[src/rtl/dio3_pkg.sv]
package dio3_pkg;
  typedef enum logic [2:0] {
    RD_NONE  = 3'd0,
    RD_P0    = 3'd1,
    RD_P1    = 3'd2,
    RD_P2OUT = 3'd3,
    RD_P2IN  = 3'd4,
    RD_DIR   = 3'd5
  } rdSel_e;

  typedef struct packed {
    logic   wrP0;
    logic   wrP2;
    logic   wrDir;
    logic   rdStb;
    rdSel_e rdSel;
  } dioStrobe_t;
endpackage

[src/rtl/dio3_ctrl.sv]
module dio3_ctrl
  import dio3_pkg::*;
#(
  parameter int ADDR_W    = 8,
  parameter int ADR_P0    = 80,
  parameter int ADR_P1IN  = 64,
  parameter int ADR_P2OUT = 112,
  parameter int ADR_P2IN  = 96,
  parameter int ADR_DIR   = 224
) (
  input  logic              clk,
  input  logic              rstN,
  input  logic              wrEn,
  input  logic              rdEn,
  input  logic [ADDR_W-1:0] addr,
  output dioStrobe_t        strb
);
  localparam logic [ADDR_W-1:0] A_P0    = ADDR_W'(ADR_P0);
  localparam logic [ADDR_W-1:0] A_P1IN  = ADDR_W'(ADR_P1IN);
  localparam logic [ADDR_W-1:0] A_P2OUT = ADDR_W'(ADR_P2OUT);
  localparam logic [ADDR_W-1:0] A_P2IN  = ADDR_W'(ADR_P2IN);
  localparam logic [ADDR_W-1:0] A_DIR   = ADDR_W'(ADR_DIR);

  always_comb begin
    strb       = '0;
    strb.wrP0  = wrEn && (addr == A_P0);
    strb.wrP2  = wrEn && (addr == A_P2OUT);
    strb.wrDir = wrEn && (addr == A_DIR);
    strb.rdStb = rdEn;
    strb.rdSel = RD_NONE;
    if (rdEn) begin
      unique case (addr)
        A_P0:    strb.rdSel = RD_P0;
        A_P1IN:  strb.rdSel = RD_P1;
        A_P2OUT: strb.rdSel = RD_P2OUT;
        A_P2IN:  strb.rdSel = RD_P2IN;
        A_DIR:   strb.rdSel = RD_DIR;
        default: strb.rdSel = RD_NONE;
      endcase
    end
  end

  // at most one write strobe per cycle, and none without a bus write
  a_r7_ctrl_onehot: assert property (@(posedge clk) disable iff (!rstN)
    $onehot0({strb.wrP0, strb.wrP2, strb.wrDir}));
  a_r7_no_write_without_wren: assert property (@(posedge clk) disable iff (!rstN)
    !wrEn |-> !(strb.wrP0 || strb.wrP2 || strb.wrDir));
endmodule

[src/rtl/dio3_datapath.sv]
module dio3_datapath
  import dio3_pkg::*;
#(
  parameter int PORT_W      = 8,
  parameter int DATA_W      = 32,
  parameter int SYNC_STAGES = 2
) (
  input  logic                     clk,
  input  logic                     rstN,
  input  dioStrobe_t               strb,
  input  logic [PORT_W-1:0]        wrData,
  input  logic [3*PORT_W-1:PORT_W] dioIn,
  output logic [3*PORT_W-1:0]      dioOut,
  output logic [3*PORT_W-1:0]      dioOe,
  output logic [DATA_W-1:0]        rdData
);
  localparam int IN_W  = 2 * PORT_W;
  localparam int PAD_W = DATA_W - PORT_W;

  logic [PORT_W-1:0] p0Latch;
  logic [PORT_W-1:0] p2Latch;
  logic              p2IsOut;
  logic [SYNC_STAGES-1:0][IN_W-1:0] syncQ;
  logic [IN_W-1:0]   inSync;
  logic [PORT_W-1:0] rdByte;

  always_ff @(posedge clk) begin
    if (!rstN) begin
      p0Latch <= '0;
      p2Latch <= '0;
      p2IsOut <= 1'b0;
    end else begin
      if (strb.wrP0)  p0Latch <= wrData;
      if (strb.wrP2)  p2Latch <= wrData;
      if (strb.wrDir) p2IsOut <= |wrData;
    end
  end

  always_ff @(posedge clk) begin
    if (!rstN) syncQ[0] <= '0;
    else       syncQ[0] <= dioIn;
  end

  genvar gs;
  generate
    for (gs = 1; gs < SYNC_STAGES; gs++) begin : g_sync
      always_ff @(posedge clk) begin
        if (!rstN) syncQ[gs] <= '0;
        else       syncQ[gs] <= syncQ[gs-1];
      end
    end
  endgenerate

  assign inSync = syncQ[SYNC_STAGES-1];

  always_comb begin
    unique case (strb.rdSel)
      RD_P0:    rdByte = p0Latch;
      RD_P1:    rdByte = inSync[PORT_W-1:0];
      RD_P2OUT: rdByte = p2Latch;
      RD_P2IN:  rdByte = inSync[IN_W-1:PORT_W];
      RD_DIR:   rdByte = {PORT_W{p2IsOut}};
      default:  rdByte = '0;
    endcase
  end

  always_ff @(posedge clk) begin
    if (!rstN)          rdData <= '0;
    else if (strb.rdStb) rdData <= {{PAD_W{1'b0}}, rdByte};
  end

  assign dioOut = {p2Latch, {PORT_W{1'b0}}, p0Latch};
  assign dioOe  = {{PORT_W{p2IsOut}}, {PORT_W{1'b0}}, {PORT_W{1'b1}}};

  a_r2_p0_load: assert property (@(posedge clk) disable iff (!rstN)
    strb.wrP0 |=> dioOut[PORT_W-1:0] == $past(wrData));
  a_r5_p2_load: assert property (@(posedge clk) disable iff (!rstN)
    strb.wrP2 |=> dioOut[3*PORT_W-1:2*PORT_W] == $past(wrData));
  a_r4_dir_whole_port: assert property (@(posedge clk) disable iff (!rstN)
    (strb.wrDir && wrData != '0) |=> dioOe[3*PORT_W-1:2*PORT_W] == {PORT_W{1'b1}});
  a_r7_p0_stable: assert property (@(posedge clk) disable iff (!rstN)
    !strb.wrP0 |=> $stable(dioOut[PORT_W-1:0]));
  a_r9_rd_hold: assert property (@(posedge clk) disable iff (!rstN)
    !strb.rdStb |=> $stable(rdData));
endmodule

[src/rtl/dio3_top.sv]
module dio3_top
  import dio3_pkg::*;
#(
  parameter int PORT_W      = 8,
  parameter int DATA_W      = 32,
  parameter int ADDR_W      = 8,
  parameter int SYNC_STAGES = 2
) (
  input  logic                     clk,
  input  logic                     rstN,
  input  logic                     wrEn,
  input  logic                     rdEn,
  input  logic [ADDR_W-1:0]        addr,
  input  logic [PORT_W-1:0]        wrData,
  output logic [DATA_W-1:0]        rdData,
  input  logic [3*PORT_W-1:PORT_W] dioIn,
  output logic [3*PORT_W-1:0]      dioOut,
  output logic [3*PORT_W-1:0]      dioOe
);
  dioStrobe_t strb;

  dio3_ctrl #(.ADDR_W(ADDR_W)) u_ctrl (
    .clk(clk), .rstN(rstN), .wrEn(wrEn), .rdEn(rdEn), .addr(addr), .strb(strb)
  );

  dio3_datapath #(.PORT_W(PORT_W), .DATA_W(DATA_W), .SYNC_STAGES(SYNC_STAGES)) u_dp (
    .clk(clk), .rstN(rstN), .strb(strb), .wrData(wrData), .dioIn(dioIn),
    .dioOut(dioOut), .dioOe(dioOe), .rdData(rdData)
  );
endmodule

[config.mk]
export PLATFORM = sky130hd
export DESIGN_NAME = dio3_top
export DESIGN_NICKNAME = d
export VERILOG_FILES = /design/src/rtl/dio3_pkg.sv /design/src/rtl/dio3_ctrl.sv /design/src/rtl/dio3_datapath.sv /design/src/rtl/dio3_top.sv
export SDC_FILE = /design/constraint.sdc
export NUM_CORES = 1
export LEC_CHECK = 0
export BUFFER_PORTS_ARGS = -buffer_cell sky130_fd_sc_hd__buf_2
export CAP_MARGIN = 25
export CORE_MARGIN = 2
export CORE_UTILIZATION = 39
export DETAILED_ROUTE_END_ITERATION = 7
export PLACE_DENSITY = 0.8
export SLEW_MARGIN = 0
export SYNTH_ARGS = -nofsm -noshare
export SYNTH_HDL_FRONTEND = slang
export SYNTH_SLANG_ARGS = --single-unit
[constraint.sdc]
create_clock -name clk -period 1.6 [get_ports clk]
set_input_delay 0.24 -clock clk [delete_from_list [all_inputs] [get_ports clk]]
set_output_delay 0.24 -clock clk [all_outputs]
set_load 0.01 [all_outputs]
-- After elaboration in Yosys (flattened, before gate mapping)
Index checks and enable logic that the tools add are counted.
- input port bits: 36
- output and inout bits: 80
- register bits: 57
- reduce and logical (&&, ||, !) cells: 4
- mux-type cells: 3
- equality and inequality tests: 10
- operators by type and width (cell ; number):
    $pmux 8 s5 ; 1
    $eq 8x7->1 const B ; 4
    $pmux 3 s5 ; 1
    $eq 8x8->1 const B ; 1
    $reduce_or 8->1 ; 1
    $eq 3x2->1 const B ; 2
    $eq 3x3->1 const B ; 2
    $eq 3x1->1 const B ; 1
    $logic_and 1x1->1 ; 3
    $mux 3 ; 1

-- Longest topological paths before layout
Gate-level depths: netlist (run 1).
- word-level depth: 5
- depth in mapped cells: 4
- gate-level depth less buffers: 3

-- Hierarchy
Synthesis (run 1) repeated with hierarchy kept, for this count alone.
- cells, all modules: 271
- area total of the unflattened synthesis: 2696.3 um^2
- by module, submodules not included (module ; seq. area each (um^2) ; cells each ; area each (um^2) ; times used):
    dio3_datapath ; 1141.1 ; 256 ; 2605.0 ; 1
    dio3_ctrl ; 0.0 ; 15 ; 91.3 ; 1

-- Least setup slack after synthesis (run 1)
OpenSTA, ideal clock, no wires.
- kind: register to register
- start: register u_dp.p2IsOut
- end: register u_dp.rdData[0]
- path buffers: 0
- cell stages (with the launch flop): 4
- setup slack: 429 ps
- period minus slack after synthesis: 1171 ps
- arrival time: 1046 ps
- cell sequence: dfxtp_1 > mux2_2 > a222oi_1 > o21ai_0
- longest elaborated chain between the ends: 1
- RTL lines (element ; RTL line ; RTL):
    start, declared ; dio3_datapath.sv:22 ; logic p2IsOut;
    start signal, assigned ; dio3_datapath.sv:35 ; if (strb.wrDir) p2IsOut <= |wrData;
    $pmux 8 s5 ; dio3_datapath.sv:57 ; unique case (strb.rdSel)
    end signal, assigned ; dio3_datapath.sv:69 ; else if (strb.rdStb) rdData <= {{PAD_W{1'b0}}, rdByte};
    end, declared ; dio3_datapath.sv:15 ; output logic [DATA_W-1:0] rdData
No other way between the ends.
A chain may end at the register's enable or synchronous reset.

-- Worst setup path in the final report (run 1)
- start: register u_dp.p2IsOut
- end: output port dioOe[16]
- RTL lines (element ; RTL line ; RTL):
    end, declared ; dio3_top.sv:18 ; output logic [3*PORT_W-1:0] dioOe
No word-level cell between the ends.

==> flow_metrics.py, run 1 <==
metrics = {
    "yosys": {
        "synthDistinctLibCells": 28,
        "yosysSeqAreaShare_pct": 44.0,
        "ys_top_cells_by_area": "dfxtp_1 (44%), buf_4 (17%), and2_1 (7.7%), mux2i_1 (6.6%), mux2_2 (6.5%)",
        "ys_warn_count": 0,
        "synth_top_cell_area_share_pct": 44.0,
        "synthesis.area_um2": 2590,
        "synth_common_cells": "buf_4 (57), dfxtp_1 (57), nand2_1 (34), and2_1 (32), mux2i_1 (17)",
        "post-synth-top-area-cell": "dfxtp_1",
        "netlist_instances": 258,
        "async_flop_share_pct": 0,
        "synth_ff_type": "dfxtp_1",
        "synth_edf_count": 0,
        "syn_avg_cell_area_um2": 10.0,
        "synth_seq_cells": 57,
    },
    "clock_tree": {
        "cts.sinks": 57,
        "max-clock-path-buffers": 2,
        "cts.htree.levels": 3,
        "cts_resized": 0,
        "path_clk_slew_ns": 0.06,
        "cts_tree": "built",
        "numCtsBuffers": 9,
        "cts_root_buf": "clkbuf_8",
        "hold_buffers": 0,
        "insertion_delay_ns": 0.33,
        "cts_setup_buffers": 0,
    },
    "outcome": {
        "outcome": "completed",
    },
    "setup_path": {
        "path_buf_inv": 1,
        "end_kind": "output pin",
        "critPathRequiredTime_ns": 1.36,
        "worstPathArrival_ns": 1.16,
        "crit_chain": "buf_2",
        "crit_path_start_kind": "flip-flop",
        "cp_top_family": "flip-flops",
        "path_max_fanout": 17,
        "slowest_delay_ns": 0.60,
        "critical_path_class": "flip-flop to output pin",
        "slowest_stage": "dfxtp_1",
    },
    "placed_design": {
        "hpwl_um": 3750,
        "dpl_cell_area_um2": 2740,
        "numPortBuffers": 67,
        "place_congestion": 0.818,
    },
    "global_route": {
        "grt_max_degree": 59,
        "grt.total_usage_pct": 14.0,
        "grt_pass1_wl_um": 7800,
        "overflow": 0,
        "grt_pass1_vias": 1637,
        "antenna_found_initial": 0,
    },
    "finish": {
        "diodes": 0,
        "area_delta_synth_final_pct": 12.4,
        "multi_input_area_um2": 1140,
        "regArea_um2": 1140,
        "fin_nets": 352,
        "finish.instance_area_um2": 2910,
        "drive_gt1_share_pct": 31.8,
        "fill_cells": 627,
    },
    "die": {
        "start_util_pct": 40.6,
        "die_y_um": 85.5,
        "io_pins": 116,
        "core_area_um2": 6390,
        "dieArea_um2": 7310,
        "rows": 29,
        "chipWidth_um": 85.5,
    },
    "timing": {
        "period_minus_slack_ns": 1.40,
        "finClkSkew_ns": 0.00366,
        "tightestPinTransition_ns": 0.631,
        "final_hold_viol_count": 0,
        "grt_setup_unrepaired": "no",
        "finalSetupViolCount": 0,
        "fmax_mhz": 714,
        "period_share_pct": 87.5,
        "maxSlewViolCount": 0,
        "setup_tns_ns": 0,
        "slew_headroom_pct": 57.8,
    },
    "detailed_routing": {
        "drc": 0,
        "via_per_inst": 4.55,
        "first_iter_violations": 177,
        "drt-pass1-iter-count": 4,
        "ant_nets": 0,
        "wl_per_cell_um": 12.6,
        "vias": 1810,
        "wirelength_um": 5030,
    },
    "flow_run": {
        "maxCapViolCount": 0,
    },
    "power": {
        "power_density_nw_per_um2": 970,
        "total_leakage_power_nw": 1.44,
        "ir_drop_uv": 455,
    },
    "min_path": {
        "min_path_type": "input port to flip-flop",
    },
}
==> sequential cells by signal (all words and copies together), names as in the netlist <==
signal        flops
u_dp.syncQ       16
u_dp.p2Latch      8
u_dp.p2IsOut      1
u_dp.rdData       8
u_dp.p0Latch      8
u_dp.inSync      16
==> per-layer routing <==
metal / GRT usage (%) / vias up / part of all wire, %
li1: - / 880 / -
met3: 7.51 / 8 / 11
met4: 4.76 / 0 / 1.2
met1: 15.5 / 840 / 38
met2: 23.1 / 82 / 50
met5: 0 / - / 0
==> area by class of cell <==
type | instances | share of cell area [%]
multi-input cells | 179 | 39.1
well taps | 77 | 3.31
clock buffers | 13 | 5.46
repair buffers | 69 | 12.5
flip-flops and latches | 57 | 39.2
clock inverters | 3 | 0.516
==> cells by family (layout without fill, tap and decap cells) <==
| kind of cell | Yosys count | count (layout) | share of synthesized area, % |
|---|---|---|---|
| flip-flops | 57 | 57 | 44.0 |
| other | 2 | 48 | 0.290 |
| buffers and inverters | 68 | 85 | 18.7 |
| multiplexers | 33 | 33 | 13.7 |
| AND/OR/NAND/NOR | 81 | 81 | 18.4 |
| AO/OA/AOI/OAI | 17 | 17 | 4.83 |
==> cells in the final DEF (no fill, tap or decap) <==
| master | count |
|---|---|
| and3b_1 | 3 |
| nand4_1 | 1 |
| a22oi_1 | 1 |
| clkinv_2 | 3 |
| a222oi_1 | 7 |
| mux2i_1 | 17 |
| nor4b_4 | 1 |
| nor2_1 | 1 |
| clkbuf_8 | 11 |
| mux2_4 | 1 |
| conb_1 | 48 |
| o21ai_1 | 1 |
| nand2_1 | 34 |
| nand4_2 | 1 |
| dfxtp_1 | 57 |
| nor2b_1 | 1 |
| nor4bb_1 | 1 |
| or4_1 | 2 |
| buf_12 | 1 |
| buf_4 | 1 |
| and4b_1 | 2 |
| nand3_1 | 1 |
| o21ai_0 | 7 |
| nor4_4 | 1 |
| o211ai_1 | 1 |
| clkbuf_1 | 2 |
| buf_2 | 67 |
| and2_1 | 32 |
| mux2_2 | 15 |
==> final timing paths <==
kind | startpoint | to | slack, ns | cells past startpoint
setup reg to reg | u_dp.p2IsOut$_SDFFE_PN0P_ | u_dp.rdData[5]$_SDFFE_PN0P_ | 0.26 | 3
hold reg to reg | u_dp.syncQ[11]$_SDFF_PN0_ | u_dp.inSync[11]$_SDFF_PN0_ | 0.43 | 1
setup / recovery | u_dp.p2IsOut$_SDFFE_PN0P_ | dioOe[16] | 0.20 | 1
hold / removal | dioIn[12] | u_dp.syncQ[4]$_SDFF_PN0_ | 0.11 | 2
==> metrics by stage <==
| step | hold WS (ns) | worst slack (ns) | instances | power [mW] | utilization, % |
|---|---|---|---|---|---|
| floorplan | 0.362 | 0.429 | 304 | 1.72 | - |
| global placement | 0.420 | 0.218 | 382 | 1.70 | 42.9 |
| detailed placement | 0.421 | 0.142 | 382 | 1.70 | 42.9 |
| CTS | 0.0981 | 0.195 | 398 | 2.86 | 45.6 |
| global route | 0.0956 | 0.0992 | 398 | 2.96 | 45.6 |
| finish | 0.113 | 0.200 | 398 | 2.82 | 45.6 |
==> power by group <==
part	switching, mW	internal, mW	total [mW]	leakage (nW)
clock network	0.512	0.638	1.15	0.0932
registers	0.00982	1.46	1.47	0.466
logic	0.131	0.0746	0.205	0.884
No activity file was read; power rests on OpenSTA's default activity.
==> inputs of run 2 (changes only) <==
--- a/config.mk
+++ b/config.mk
@@ -14,4 +14,5 @@
 export SLEW_MARGIN = 0
 export SYNTH_ARGS = -nofsm -noshare
 export SYNTH_HDL_FRONTEND = slang
+export SYNTH_HIERARCHICAL = 1
 export SYNTH_SLANG_ARGS = --single-unit
==> run 2 against run 1 <==
  * The flow now finishes with violations (setup timing)
  * Die area grew 3.9%
  * Final area grew 14%
  * Highest routed layer unchanged
  * Largest cell class is now multi-input combinational cells
  * Sequential share of layout area shrank 4.7 points
==> flow_metrics.py, run 2 <==
metrics = {
    "outcome": {
        "outcome": "finished, violations left",
        "violations": "setup timing",
    },
    "global_route": {
        "overflow": 0,
        "antenna_found_initial": 0,
        "grt_pass1_vias": 1771,
        "grt_max_degree": 42,
        "grt.total_usage_pct": 14.6,
        "grt_pass1_wl_um": 8420,
    },
    "detailed_routing": {
        "first_iter_violations": 79,
        "drc": 0,
        "vias": 1895,
        "wirelength_um": 5310,
        "ant_nets": 0,
        "drt-pass1-iter-count": 4,
        "wl_per_cell_um": 12.4,
        "via_per_inst": 4.41,
    },
    "yosys": {
        "synthDistinctLibCells": 37,
        "synth_ff_type": "dfxtp_1",
        "synthesis.area_um2": 2700,
        "ys_top_cells_by_area": "dfxtp_1 (42%), buf_4 (16%), and2_1 (7.4%), mux2i_1 (5.9%), nor2b_1 (5.6%)",
        "ys_warn_count": 6,
        "synth_common_cells": "buf_4 (59), dfxtp_1 (57), and2_1 (32), nor2b_1 (24), mux2i_1 (16)",
        "yosysSeqAreaShare_pct": 42.3,
        "synth_edf_count": 0,
        "post-synth-top-area-cell": "dfxtp_1",
        "synth_top_cell_area_share_pct": 42.3,
        "yosysMostFrequentCell": "buf_4",
        "async_flop_share_pct": 0,
        "syn_avg_cell_area_um2": 9.95,
        "synth_seq_cells": 57,
        "netlist_instances": 271,
    },
    "setup_path": {
        "worstPathArrival_ns": 2.15,
        "crit_path_start": "addr[1]",
        "rr_startpoint": "u_dp/p2IsOut$_SDFFE_PN0P_",
        "crit_path_start_kind": "input port",
        "endpoint": "u_dp/rdData[4]$_SDFFE_PN0P_",
        "critPathRequiredTime_ns": 1.83,
        "path_max_fanout": 12,
        "critical_path_class": "input port to flip-flop",
        "worstRegToRegCells": 3,
        "end_kind": "flip-flop",
        "r2r_slack_ns": 0.31,
        "r2r-end": "u_dp/rdData[7]$_SDFFE_PN0P_",
    },
    "die": {
        "io_pins": 116,
        "die_y_um": 87.2,
        "start_util_pct": 39.9,
        "rows": 30,
        "dieArea_um2": 7600,
        "chipWidth_um": 87.2,
        "core_area_um2": 6760,
    },
    "finish": {
        "final_util_pct": 49.0,
        "fill_cells": 633,
        "area_delta_synth_final_pct": 22.7,
        "diodes": 0,
        "multi_input_area_um2": 1330,
        "regArea_um2": 1140,
        "final_common_cell": "buf_2",
        "fin_nets": 381,
        "instances_no_fill": 430,
        "finish.instance_area_um2": 3310,
        "drive_gt1_share_pct": 36.9,
        "layout_common_cells": "buf_2 (66), dfxtp_1 (57), conb_1 (48)",
    },
    "placed_design": {
        "numPortBuffers": 67,
        "dp.cells": 413,
        "hpwl_um": 3870,
        "dpl_cell_area_um2": 2990,
        "place_congestion": 0.948,
        "dp_slack_ns": -0.688,
    },
    "clock_tree": {
        "numCtsBuffers": 9,
        "cts_root_buf": "clkbuf_8",
        "path_clk_slew_ns": 0.06,
        "cts.htree.levels": 3,
        "cts.sinks": 57,
        "max-clock-path-buffers": 2,
        "hold_buffers": 0,
        "cts_tree": "built",
        "insertion_delay_ns": 0.33,
    },
    "timing": {
        "fmax_mhz": 520,
        "maxSlewViolCount": 0,
        "period_share_pct": 120,
        "whs_ns": 0.111,
        "final_hold_viol_count": 0,
        "setup_tns_ns": -2.34,
        "finClkSkew_ns": 0.00695,
        "finalSetupViolCount": 10,
        "finalWorstSetupSlack_ns": -0.323,
        "grt_setup_unrepaired": "yes",
        "period_minus_slack_ns": 1.92,
        "slew_headroom_pct": 65.4,
        "tightestPinTransition_ns": 0.518,
    },
    "power": {
        "power_density_nw_per_um2": 945,
        "fin_total_pwr_mw": 3.13,
        "total_leakage_power_nw": 1.47,
        "ir_drop_uv": 810,
    },
    "min_path": {
        "min_path_type": "input port to flip-flop",
    },
    "flow_run": {
        "maxCapViolCount": 0,
    },
}
## run 2: changes by cell type in the layout (fill, tap and decap cells not counted), moves of 3 or more
| cell | before | now |
|---|---|---|
| a222oi_1 | 7 | 0 |
| buf_4 | 1 | 16 |
| nand2_1 | 34 | 9 |
| a31oi_1 | 0 | 6 |
| a32oi_2 | 0 | 5 |
| mux2_2 | 15 | 3 |
| o21ai_0 | 7 | 3 |
| buf_6 | 0 | 4 |
| o21a_1 | 0 | 7 |
| and3b_1 | 3 | 0 |
| nor2b_1 | 1 | 24 |
| mux2_4 | 1 | 6 |
| a21oi_1 | 0 | 3 |
## run 2: logic make-up (layout without fill, tap and decap cells)
kind of cell    count (synthesis)  count (layout)  synth area share (%)
buf+inv                        72             105                  18.7
xor+xnor                        1               1                 0.325
other cells                     2              48                 0.279
simple gates                   82              82                  18.8
flops                          57              57                  42.3
compound gates                 32              32                  9.05
mux                            25              25                  10.5
## run 2: how the worst min path moves through the flow
stage | startpoint | to | slack [ns] | depth (start not counted)
2_1_floorplan | dioIn[8] | u_dp/syncQ[0]$_SDFF_PN0_ | 0.37 | 1
3_3_place_gp | u_dp/syncQ[3]$_SDFF_PN0_ | u_dp/inSync[3]$_SDFF_PN0_ | 0.42 | 1
3_5_place_dp | u_dp/syncQ[13]$_SDFF_PN0_ | u_dp/inSync[13]$_SDFF_PN0_ | 0.42 | 1
4_1_cts | dioIn[22] | u_dp/syncQ[14]$_SDFF_PN0_ | 0.09 | 2
5_1_grt | dioIn[8] | u_dp/syncQ[0]$_SDFF_PN0_ | 0.09 | 2
6_report | dioIn[22] | u_dp/syncQ[14]$_SDFF_PN0_ | 0.11 | 2
## run 2: area by class of cell
type | count | area share [%]
sequential | 57 | 34.5
clock inverter | 5 | 2.38
multi-input combinational | 188 | 40.0
clock buffer | 11 | 4.27
timing repair buffer | 87 | 15.6
tap | 80 | 3.02
inverter | 2 | 0.227
## run 2: report_power, final
group	leakage, nW	internal, mW	switching (mW)	total (mW)
Sequential	0.466	1.46	0.0117	1.47
Clock	0.113	0.916	0.542	1.46
Combinational	0.892	0.0808	0.121	0.202
Total	1.47	2.45	0.675	3.13
## run 2: what timing repair did
action	in CTS	in global routing
setup endpoints to repair	16	21
buffers inserted	1	0
resized for setup	9	5
pin swaps	1	1
## run 2: worst max-delay path, cell delays in order
cell and delay, ns:
buf_6 0.09, or4_4 0.57, nor4_4 0.28, buf_12 0.18, mux2_4 0.30, a32oi_2 0.17
a31oi_1 0.13, o21a_1 0.18
## run 2: routing by layer
layer,track usage [%],wire length (um)
met4,7.69,109
met1,16.9,2260
met3,5.40,351
met5,0,0
met2,23.5,2600
